$ cat src/rtl/twr_pkg.sv
package twr_pkg;
   // smallest ring that still gives two adjacent stages to decode
   localparam int unsigned TWR_MIN_STAGES = 2;

   // number of phases produced by a switch-tail ring of n stages
   function automatic int unsigned twr_phase_count(input int unsigned n);
      return 2 * n;
   endfunction
endpackage

$ cat src/rtl/twr_code_check.sv
module twr_code_check #(
   parameter int unsigned STAGES = 4
) (
   input  logic [STAGES-1:0] state_i,
   output logic              legal_o
);
   localparam int unsigned EDGES = STAGES - 1;

   logic [EDGES-1:0] step_edge;

   // a reachable code has at most one place where neighbouring stages differ
   for (genvar i = 0; i < EDGES; i++) begin : g_edge
      assign step_edge[i] = state_i[i] ^ state_i[i+1];
   end

   assign legal_o = ($countones(step_edge) <= 1);
endmodule

$ cat src/rtl/twr_shift_core.sv
module twr_shift_core #(
   parameter int unsigned STAGES  = 4,
   parameter bit          RECOVER = 1'b1
) (
   input  logic              clk_i,
   input  logic              rst_i,
   input  logic              shift_en_i,
   input  logic              legal_i,
   output logic [STAGES-1:0] state_o
);
   localparam int unsigned LAST = STAGES - 1;

   logic [STAGES-1:0] state_q;
   logic [STAGES-1:0] shifted;
   logic [STAGES-1:0] next_d;

   // stage 0 takes the inverted tail, every other stage its lower neighbour
   assign shifted[0] = ~state_q[LAST];
   for (genvar i = 1; i < STAGES; i++) begin : g_link
      assign shifted[i] = state_q[i-1];
   end

   if (RECOVER) begin : g_recover
      assign next_d = legal_i ? shifted : '0;
   end else begin : g_plain
      assign next_d = shifted;
   end

   always_ff @(posedge clk_i) begin
      if (rst_i) begin
         state_q <= '0;
      end else if (shift_en_i) begin
         state_q <= next_d;
      end
   end

   assign state_o = state_q;


   shift_rule_chk: assert property (@(posedge clk_i) disable iff (rst_i)
      (shift_en_i && legal_i) |=>
         (state_q[0] == !$past(state_q[LAST])) &&
         (state_q[LAST:1] == $past(state_q[LAST-1:0])));


   hold_state_chk: assert property (@(posedge clk_i) disable iff (rst_i)
      !shift_en_i |=> $stable(state_q));

   if (RECOVER) begin : g_recover_chk

      illegal_flush_chk: assert property (@(posedge clk_i) disable iff (rst_i)
         (shift_en_i && !legal_i) |=> (state_q == '0));
   end
endmodule

$ cat src/rtl/twr_phase_decode.sv
module twr_phase_decode #(
   parameter int unsigned STAGES = 4
) (
   input  logic                clk_i,
   input  logic                rst_i,
   input  logic [STAGES-1:0]   state_i,
   input  logic                legal_i,
   output logic [2*STAGES-1:0] phase_o
);
   localparam int unsigned LAST = STAGES - 1;

   // both ends low, then each rising front, both ends high, each falling front
   assign phase_o[0]      = ~state_i[0] & ~state_i[LAST];
   assign phase_o[STAGES] =  state_i[0] &  state_i[LAST];

   for (genvar k = 1; k < STAGES; k++) begin : g_front
      assign phase_o[k]          =  state_i[k-1] & ~state_i[k];
      assign phase_o[STAGES + k] = ~state_i[k-1] &  state_i[k];
   end


   one_phase_chk: assert property (@(posedge clk_i) disable iff (rst_i)
      legal_i |-> ($countones(phase_o) == 1));
endmodule

$ cat src/rtl/twisted_ring_seq.sv
module twisted_ring_seq
   import twr_pkg::*;
#(
   parameter int unsigned STAGES  = 4,
   parameter bit          RECOVER = 1'b1
) (
   input  logic                                  clk_i,
   input  logic                                  rst_i,
   input  logic                                  shift_en_i,
   output logic [STAGES-1:0]                     state_o,
   output logic [twr_phase_count(STAGES)-1:0]    phase_o
);
   localparam int unsigned PHASES = twr_phase_count(STAGES);

   if (STAGES < TWR_MIN_STAGES) begin : g_bad_stages
      $error("twisted_ring_seq: STAGES must be at least 2");
   end

   logic [STAGES-1:0] ring_state;
   logic              code_legal;

   twr_code_check #(.STAGES(STAGES)) u_check (
      .state_i (ring_state),
      .legal_o (code_legal)
   );

   twr_shift_core #(.STAGES(STAGES), .RECOVER(RECOVER)) u_core (
      .clk_i      (clk_i),
      .rst_i      (rst_i),
      .shift_en_i (shift_en_i),
      .legal_i    (code_legal),
      .state_o    (ring_state)
   );

   twr_phase_decode #(.STAGES(STAGES)) u_decode (
      .clk_i   (clk_i),
      .rst_i   (rst_i),
      .state_i (ring_state),
      .legal_i (code_legal),
      .phase_o (phase_o)
   );

   assign state_o = ring_state;


   phase_rotate_chk: assert property (@(posedge clk_i) disable iff (rst_i)
      (shift_en_i && code_legal) |=>
         (phase_o == {$past(phase_o[PHASES-2:0]), $past(phase_o[PHASES-1])}));
endmodule

$ cat config.mk
export PLATFORM = sky130hd
export DESIGN_NAME = twisted_ring_seq
export DESIGN_NICKNAME = d
export VERILOG_FILES = /design/src/rtl/twr_pkg.sv /design/src/rtl/twr_code_check.sv /design/src/rtl/twr_shift_core.sv /design/src/rtl/twr_phase_decode.sv /design/src/rtl/twisted_ring_seq.sv
export SDC_FILE = /design/constraint.sdc
export NUM_CORES = 1
export LEC_CHECK = 0
export ABC_AREA = 1
export CAP_MARGIN = 25
export CORE_AREA = 2 2 39 41
export CTS_CLUSTER_SIZE = 16
export DETAILED_ROUTE_END_ITERATION = 8
export DIE_AREA = 0 0 41 43
export PLACE_DENSITY = 0.46
export SLEW_MARGIN = 10
export SYNTH_ARGS = -nofsm -noshare
export SYNTH_HDL_FRONTEND = slang
export SYNTH_SLANG_ARGS = --single-unit
$ cat constraint.sdc
create_clock -name clk_i -period 1.4 [get_ports clk_i]
set_input_delay 0.28 -clock clk_i [delete_from_list [all_inputs] [get_ports clk_i]]
set_output_delay 0.28 -clock clk_i [all_outputs]
set_load 0.02 [all_outputs]
Word-level counts from Yosys, hierarchy flattened
Index checks and enable logic that the tools add are counted.

Output and inout port bits: 12. Word-level logic and storage cells: 20. Flip-flop bits (word level): 4.

Bitwise gates (word level): 15. Mux-type cells: 1. Magnitude comparators: 1. $add $sub $neg: 2.

Operators by type and width (count): $add A32 B1 Y32 (1); $le A32 B2 Y1 const B (1); $and A1 B1 Y1 (8); $mux W4 (1); $not A1 Y1 (4); $xor A1 B1 Y1 (3); $add A1 B1 Y2 (1).

Logic depth before layout (Yosys ltp)
Gate-level depths: netlist of the first run.

Depth after elaboration: 5. Mapped depth: 7.

By module
A second synthesis of the first run with hierarchy kept.

Cells, all modules: 46. Area, all modules: 264.0 um^2.

Modules (own cells, without submodules): twr_shift_core (cells each 19, area an instance 146.4 um^2, instances 1); twr_code_check (cells each 14, area an instance 68.8 um^2, instances 1); twr_phase_decode (cells each 13, area an instance 48.8 um^2, instances 1).

Worst setup path after synthesis of the first run
OpenSTA, ideal clock, no wires.

Path type: reg2reg. Start point: register u_core.state_q[1], in the netlist u_core.state_o[1]. End point: register u_core.state_q[1], in the netlist u_core.state_o[1]. Path slack: -0.106 ns. Setup time: 0.070 ns. Clock period less this slack: 1.506 ns. Buffers on the path: 0. Arrival: 1.437 ns. Cell stages (with the launch flop): 8. Cells stage by stage: dfxtp_1 -> inv_1 -> ha_1 -> inv_1 -> ha_1 -> nand2_1 -> nand3_1 -> a21oi_1.

Word-level cells in the longest chain between the ends: 5.

RTL lines: start, declared (RTL line twr_shift_core.sv:13) `logic [STAGES-1:0] state_q;`; start signal, assigned (RTL line twr_shift_core.sv:33) `state_q <= next_d;`; $xor A1 B1 Y1 (RTL line twr_code_check.sv:13) `assign step_edge[i] = state_i[i] ^ state_i[i+1];`; $add A1 B1 Y2 (not written as such) (*) (RTL line twr_code_check.sv:16) `assign legal_o = ($countones(step_edge) <= 1);`; $add A32 B1 Y32 (not written as such) (*) (RTL line twr_code_check.sv:16); $le A32 B2 Y1 (*) (RTL line twr_code_check.sv:16); $mux W4 (*) (RTL line twr_shift_core.sv:24) `assign next_d = legal_i ? shifted : '0;`.

Every way passes the cells marked *; elsewhere a longest branch is shown, timed or not. A chain may end at the register's enable or synchronous reset.

Worst setup path in the final report of the first run
Start point: register u_core.state_q[2], in the netlist u_core.state_o[2]. End point: output phase_o[2].

Word-level cells in the longest chain between the ends: 2.

RTL lines: $not A1 Y1 (RTL line twr_phase_decode.sv:17) `assign phase_o[k] = state_i[k-1] & ~state_i[k];`; $and A1 B1 Y1 (RTL line twr_phase_decode.sv:17); end, declared (RTL line twisted_ring_seq.sv:11) `output logic [twr_phase_count(STAGES)-1:0] phase_o`.

No other way between the ends.

==> metrics.txt, run 1 <==
Max Slew Vio Count 0; max reg flops 4; layout cells sized above 1 0.345; register area 92.6 sq um; die width 41 um; Synth top cells by count 10 x inv_1, 7 x ha_1; critical path launch point type flop; TritonCTS Buffers 3; vias in the first global route about 260; Ys Warns 0; dpl hpwl just over 500 um; Initial Utilization 0.200; Worst IR Drop VDD about 0.26 mV; CTS tree yes; hold-critical path depth 2; clk_skew 0.00156 ns; placed instance area ~450 sq um; most used flip-flop cell after synthesis dfxtp_1; Area Overhead vs Synth 74.2%; library cells used by synthesis 8; Worst Hold Class reg -> reg; Final Hold Violating Endpoints 0; total grt overflow 0; fill cell count 153; # diodes 0; Final Util 0.348; area of the multi-input gates ~180 sq um; initial antenna violation count 0; Ports 15; post-synthesis sequential area ratio 0.290; final setup violation count 0; count leader, synth inv_1; Final min period ~1.4 ns; gpl congestion roughly 0.74; max cap viols 0; Iteration-0 DRC Markers 6; LEAKAGE 0.264 nW; crit path DAT about 1.1 ns; drt total wl around 700 um; Worst-Skew Late Latency between 0.2 and 0.25 ns; Synth area leader ha_1; Post-Layout Inst Area 482 sq um; Finished Layout Cells roughly 70; outcome finished, final reports clean; syn nets 46; Final nets 67; CP Capture Type output port; Setup Slack @ Placement -0.103 ns; fin crit share 0.965; clock tree root buffer cell clkbuf_4; # rows 14; placed insts 68; CTS H-tree lvls 1; Crit Path Class reg -> out; Reg clk slew, reported paths 0.04 ns; port buffer count 14; Slew @ Worst Pin ~0.24 ns; core outline area 0.00138 sq mm; Clock Path Buffers 2; Peak Freq 0.740 GHz; DR vias 310; full die area between 0.0015 and 0.002 sq mm; clk sink count 4; synthesized cell area between 200 and 300 sq um; largest net degree at the start of global routing 9; Global Route Usage Sum 0.0973; Yosys top cell area share 0.317; RSZ-0062 raised after global routing false; DRC viols 0; Area contributors post-synth ha_1 32%, dfxtp_1 29%, inv_1 14%; WHS 0.530 ns; async set-reset flop share out of synthesis 0; Worst Slack Setup Final around 0.049 ns; R2R cell count 7; Synth Instances 36; syn_area_per_cell roughly 7.7 sq um; pwr/cell area 938 mW/mm^2; Worst Path Required approximately 1.1 ns; CP Max Fanout 5; first-pass GRT wire length roughly 1.0 mm; Max-slew headroom 0.837; DIE HEIGHT roughly 43 um; drt pass-1 iters 4; routed vias/inst about 4.4; Post-CTS Hold Buffers 0; number of synthesized flops with an enable pin 0; Post-DRT Antenna Nets 0; flops & latches, synth 4; wire length per cell 9.58 um
[routing by layer]
| metal | global-route usage | vias to the layer above | part of all wire |
|---|---|---|---|
| li1 | - | 154 | - |
| met1 | 0.0833 | 138 | 0.41 |
| met2 | 0.147 | 16 | 0.50 |
| met3 | 0.0471 | 2 | 0.065 |
| met4 | 0.100 | 0 | 0.021 |
| met5 | 0 | - | 0 |
[repair_timing]
| action | 4_1_cts | 5_1_grt |
|---|---|---|
| pin swaps | 3 | 2 |
| gates resized for setup | 30 | 8 |
| endpoints found under the setup margin | 16 | 9 |
| buffers inserted | 0 | 0 |
[power by group]
| group | switching (mW) | internal, mW |
|---|---|---|
| Clock | 0.0503 | 0.0961 |
| Sequential | 0.0148 | 0.124 |
| Combinational | 0.0944 | 0.0717 |
| Total | 0.159 | 0.292 |
[path summary, 6_finish.rpt]
kind,from,to,slack [ns]
worst min register to register,u_core.state_o[0],u_core.state_o[1],0.53
worst max-delay path,u_core.state_o[2],phase_o[2],0.05
worst min-delay path,u_core.state_o[0],u_core.state_o[1],0.53
worst max register to register,u_core.state_o[1],u_core.state_o[0],0.08
[metrics by stage]
step / setup TNS (ns) / power, mW
5_1_grt: 0 / 0.487
6_report: 0 / 0.452
3_5_place_dp: -0.585 / 0.305
2_1_floorplan: 0 / 0.230
4_1_cts: 0 / 0.455
3_3_place_gp: -0.517 / 0.305
[worst max-delay path, stage by stage (launching register included)]
cell and delay [ns]:
dfxtp_4 0.36, inv_1 0.06, ha_1 0.17, clkdlybuf4s15_2 0.24
[area by class of cell]
type	count	area share
Sequential cell	4	0.192
Clock buffer	3	0.0468
Multi-Input combinational cell	22	0.371
Tap cell	16	0.0416
Inverter	10	0.0779
Timing Repair Buffer	16	0.270
[cells in the final DEF, fill, tap and decap left out]
master and instances:
clkdlybuf4s50_1 2, nand2_1 1, ha_4 1, clkbuf_4 3, dlygate4sd2_1 6, o21ai_0 4
buf_2 4, nor2_1 1, nand3_1 4, inv_1 8, clkdlybuf4s15_2 2, a21oi_1 4
ha_1 6, buf_4 2, inv_2 2, dfxtp_2 1, dfxtp_4 3, nand2_4 1
[logic make-up after synthesis]
| group | Yosys count | share of synthesized area |
|---|---|---|
| adders and majority gates | 7 | 0.317 |
| buffers and inverters | 10 | 0.136 |
| and+or+nand+nor | 7 | 0.113 |
| AOI/OAI and AO/OA | 8 | 0.145 |
| DFF | 4 | 0.290 |
(Power assumes the default switching activity.)
==> inputs of run 2 (changes only) <==
- DONT_BUFFER_PORTS: default -> 1
- PLACE_DENSITY: 0.46 -> 0.31
==> run 2 against run 1 <==
Against the previous run: sequential cell count did not move; largest cell class unchanged; clock power is essentially flat; first-iteration DRC count decreased by 83%; design area decreased by 16%; via count down 18%; utilization fell by 5.5 points; highest routed layer is now met3; non-clock buffer count is 11 lower; total power down 2.2%; sequential share of layout area grew 1.8 points; largest power group unchanged; final cell count fell by 15%; clock skew grew 0.0063 ns; fmax is 1.3% higher.
==> metrics.txt, run 2 (synthesis gave the netlist of run 1 again) <==
CTS tree yes; crit path DAT 1.05 ns (-0.02 ns); number of setup buffers added after CTS 0 (unchanged); core outline area 0.00138 sq mm (unchanged); Crit path buffers/inverters 1 (-1); Iteration-0 DRC Markers 1 (-5); Final nets 56 (-16%); outcome finished, final reports clean; vias in the first global route 280 (+8.1%); Worst Hold Class in -> reg; Worst IR Drop VDD 0.431 mV (+67%); R2R Path End u_core.state_o[1]; Area Overhead vs Synth 46.6%; Post-DRT Antenna Nets 0 (unchanged); first-pass GRT wire length 1.16 mm (+11%); Ports 15 (unchanged); Crit Path Class reg -> out; # diodes 0 (unchanged); Worst-Skew Late Latency 0.24 ns (about the same); Global Route Usage Sum 0.0983 (+0.00100); R2R cell count 7 (unchanged); Clock Path Buffers 2 (unchanged); hold-critical path depth 1 (-1); Max-slew headroom 0.748 (-0.0894); max cap viols 0 (unchanged); clock tree root buffer cell clkbuf_4; clk_skew 0.00790 ns (+0.00634 ns); CP top delay family flip-flops; Setup Slack @ Placement -0.00777 ns (+0.0954 ns); total grt overflow 0 (unchanged); die width 41 um (unchanged); Reg2Reg Setup Slack 0.12 ns (+0.04 ns); final setup violation count 0 (unchanged); max reg flops 4 (unchanged); # rows 14 (unchanged); Max stage delay on crit path 0.39 ns (+0.03 ns); routed vias/inst 4.23 (-3.0%); Final Hold Violating Endpoints 0 (unchanged); Finished Layout Cells 60 (-15%); TritonCTS Buffers 3 (unchanged); gpl congestion 0.642 (-13%); layout cells sized above 1 0.386 (+0.0409); Max Slew Vio Count 0 (unchanged); Initial Utilization 0.200 (unchanged); Reg clk slew, reported paths 0.03 ns (about the same); critical path launch point type flop; DR vias 254 (-18%); most frequent cells in the layout 9 x inv_1, 5 x buf_4, 4 x o21ai_0, 4 x ha_1; CP max-delay cell dfxtp_1; Worst Path Required 1.12 ns (about the same); CP Max Fanout 4 (-1); Peak Freq 0.750 GHz (+1.3%); CP Capture Type output port; DIE HEIGHT 43 um (unchanged); Critical Path, Cell by Cell buf_4 > ha_2; fin crit share 0.953 (-0.0125); port buffer count 0 (-14); Hold Path Sink u_core.state_o[1]; Final min period 1.33 ns (-0.0175 ns); drt pass-1 iters 2 (-2); CTS H-tree lvls 1 (unchanged); reg2reg start u_core.state_o[0]; Hold Path Origin shift_en_i; Slew @ Worst Pin 0.377 ns (+0.133 ns); LEAKAGE 0.204 nW (-23%); wire length per cell 11.7 um (+22%); DRC viols 0 (unchanged); final setup TNS 0 ns (unchanged); dpl hpwl 589 um (+14%); fill cell count 165 (+7.8%); commonest non-fill, non-tap cell in the layout inv_1; pwr/cell area 1090 mW/mm^2 (+16%); Worst Slack Setup Final 0.0660 ns (+0.0175 ns); drt total wl 703 um (+3.4%); RSZ-0062 raised after global routing false; placed insts 57 (-16%); clk sink count 4 (unchanged); full die area 0.00176 sq mm (unchanged); initial antenna violation count 0 (unchanged); largest net degree at the start of global routing 9 (unchanged)
[run 2: changes by cell type in the layout (fill, tap and decap cells not counted), moves of 2 or more]
cell / change
buf_4: +3
dfxtp_1: +2
ha_1: -2
dfxtp_4: -2
clkdlybuf4s15_2: -2
buf_2: -4
dlygate4sd2_1: -6
clkdlybuf4s50_1: -2
[run 2: what timing repair did]
item	in CTS	in global routing
pin swaps	0	3
resized for setup	1	8
endpoints found under the setup margin	3	4
hold buffers	0	0
[run 2: stage by stage]
stage	util	cell area, sq um	total power, mW	hold slack [ns]
final	0.293	405	0.442	0.117
after global routing	0.293	405	0.477	0.119
after CTS	0.261	362	0.423	0.120
after detailed placement	0.243	337	0.267	0.373
after global placement	0.243	337	0.266	0.372
after floorplan	-	279	0.230	0.366
[run 2: layout make-up]
| type | count | area, sq um | share of cell area |
|---|---|---|---|
| multi-input combinational | 22 | 203 | 0.500 |
| sequential | 4 | 85.1 | 0.210 |
| timing repair buffer | 5 | 37.5 | 0.0926 |
| inverter | 10 | 37.5 | 0.0926 |
| clock buffer | 3 | 22.5 | 0.0556 |
| tap | 16 | 20.0 | 0.0494 |
[run 2: per-layer routing]
layer	global-route usage	part of all wire	vias up	routed length [um]
met5	0	0	-	0
met4	0.0200	0	0	0
met3	0.0471	0.067	0	47
met2	0.169	0.53	9	370
met1	0.103	0.41	115	285
li1	-	-	130	-
[run 2: where the power goes]
group,internal [mW],total (mW),switching (mW)
sequential,0.124,0.134,0.00984
clock,0.0961,0.146,0.0502
combinational,0.0616,0.161,0.0997
[run 2: worst max path at each step]
stage                                 start                 to  slack [ns]  cells after the start
final                     u_core.state_o[2]         phase_o[3]        0.07                      2
after global routing      u_core.state_o[0]         phase_o[0]       0.006                      2
after CTS                 u_core.state_o[1]  u_core.state_o[1]        0.01                      7
after detailed placement  u_core.state_o[1]  u_core.state_o[0]      -0.008                      7
after global placement    u_core.state_o[1]  u_core.state_o[0]        0.02                      7
after floorplan           u_core.state_o[0]  u_core.state_o[3]       0.007                      7
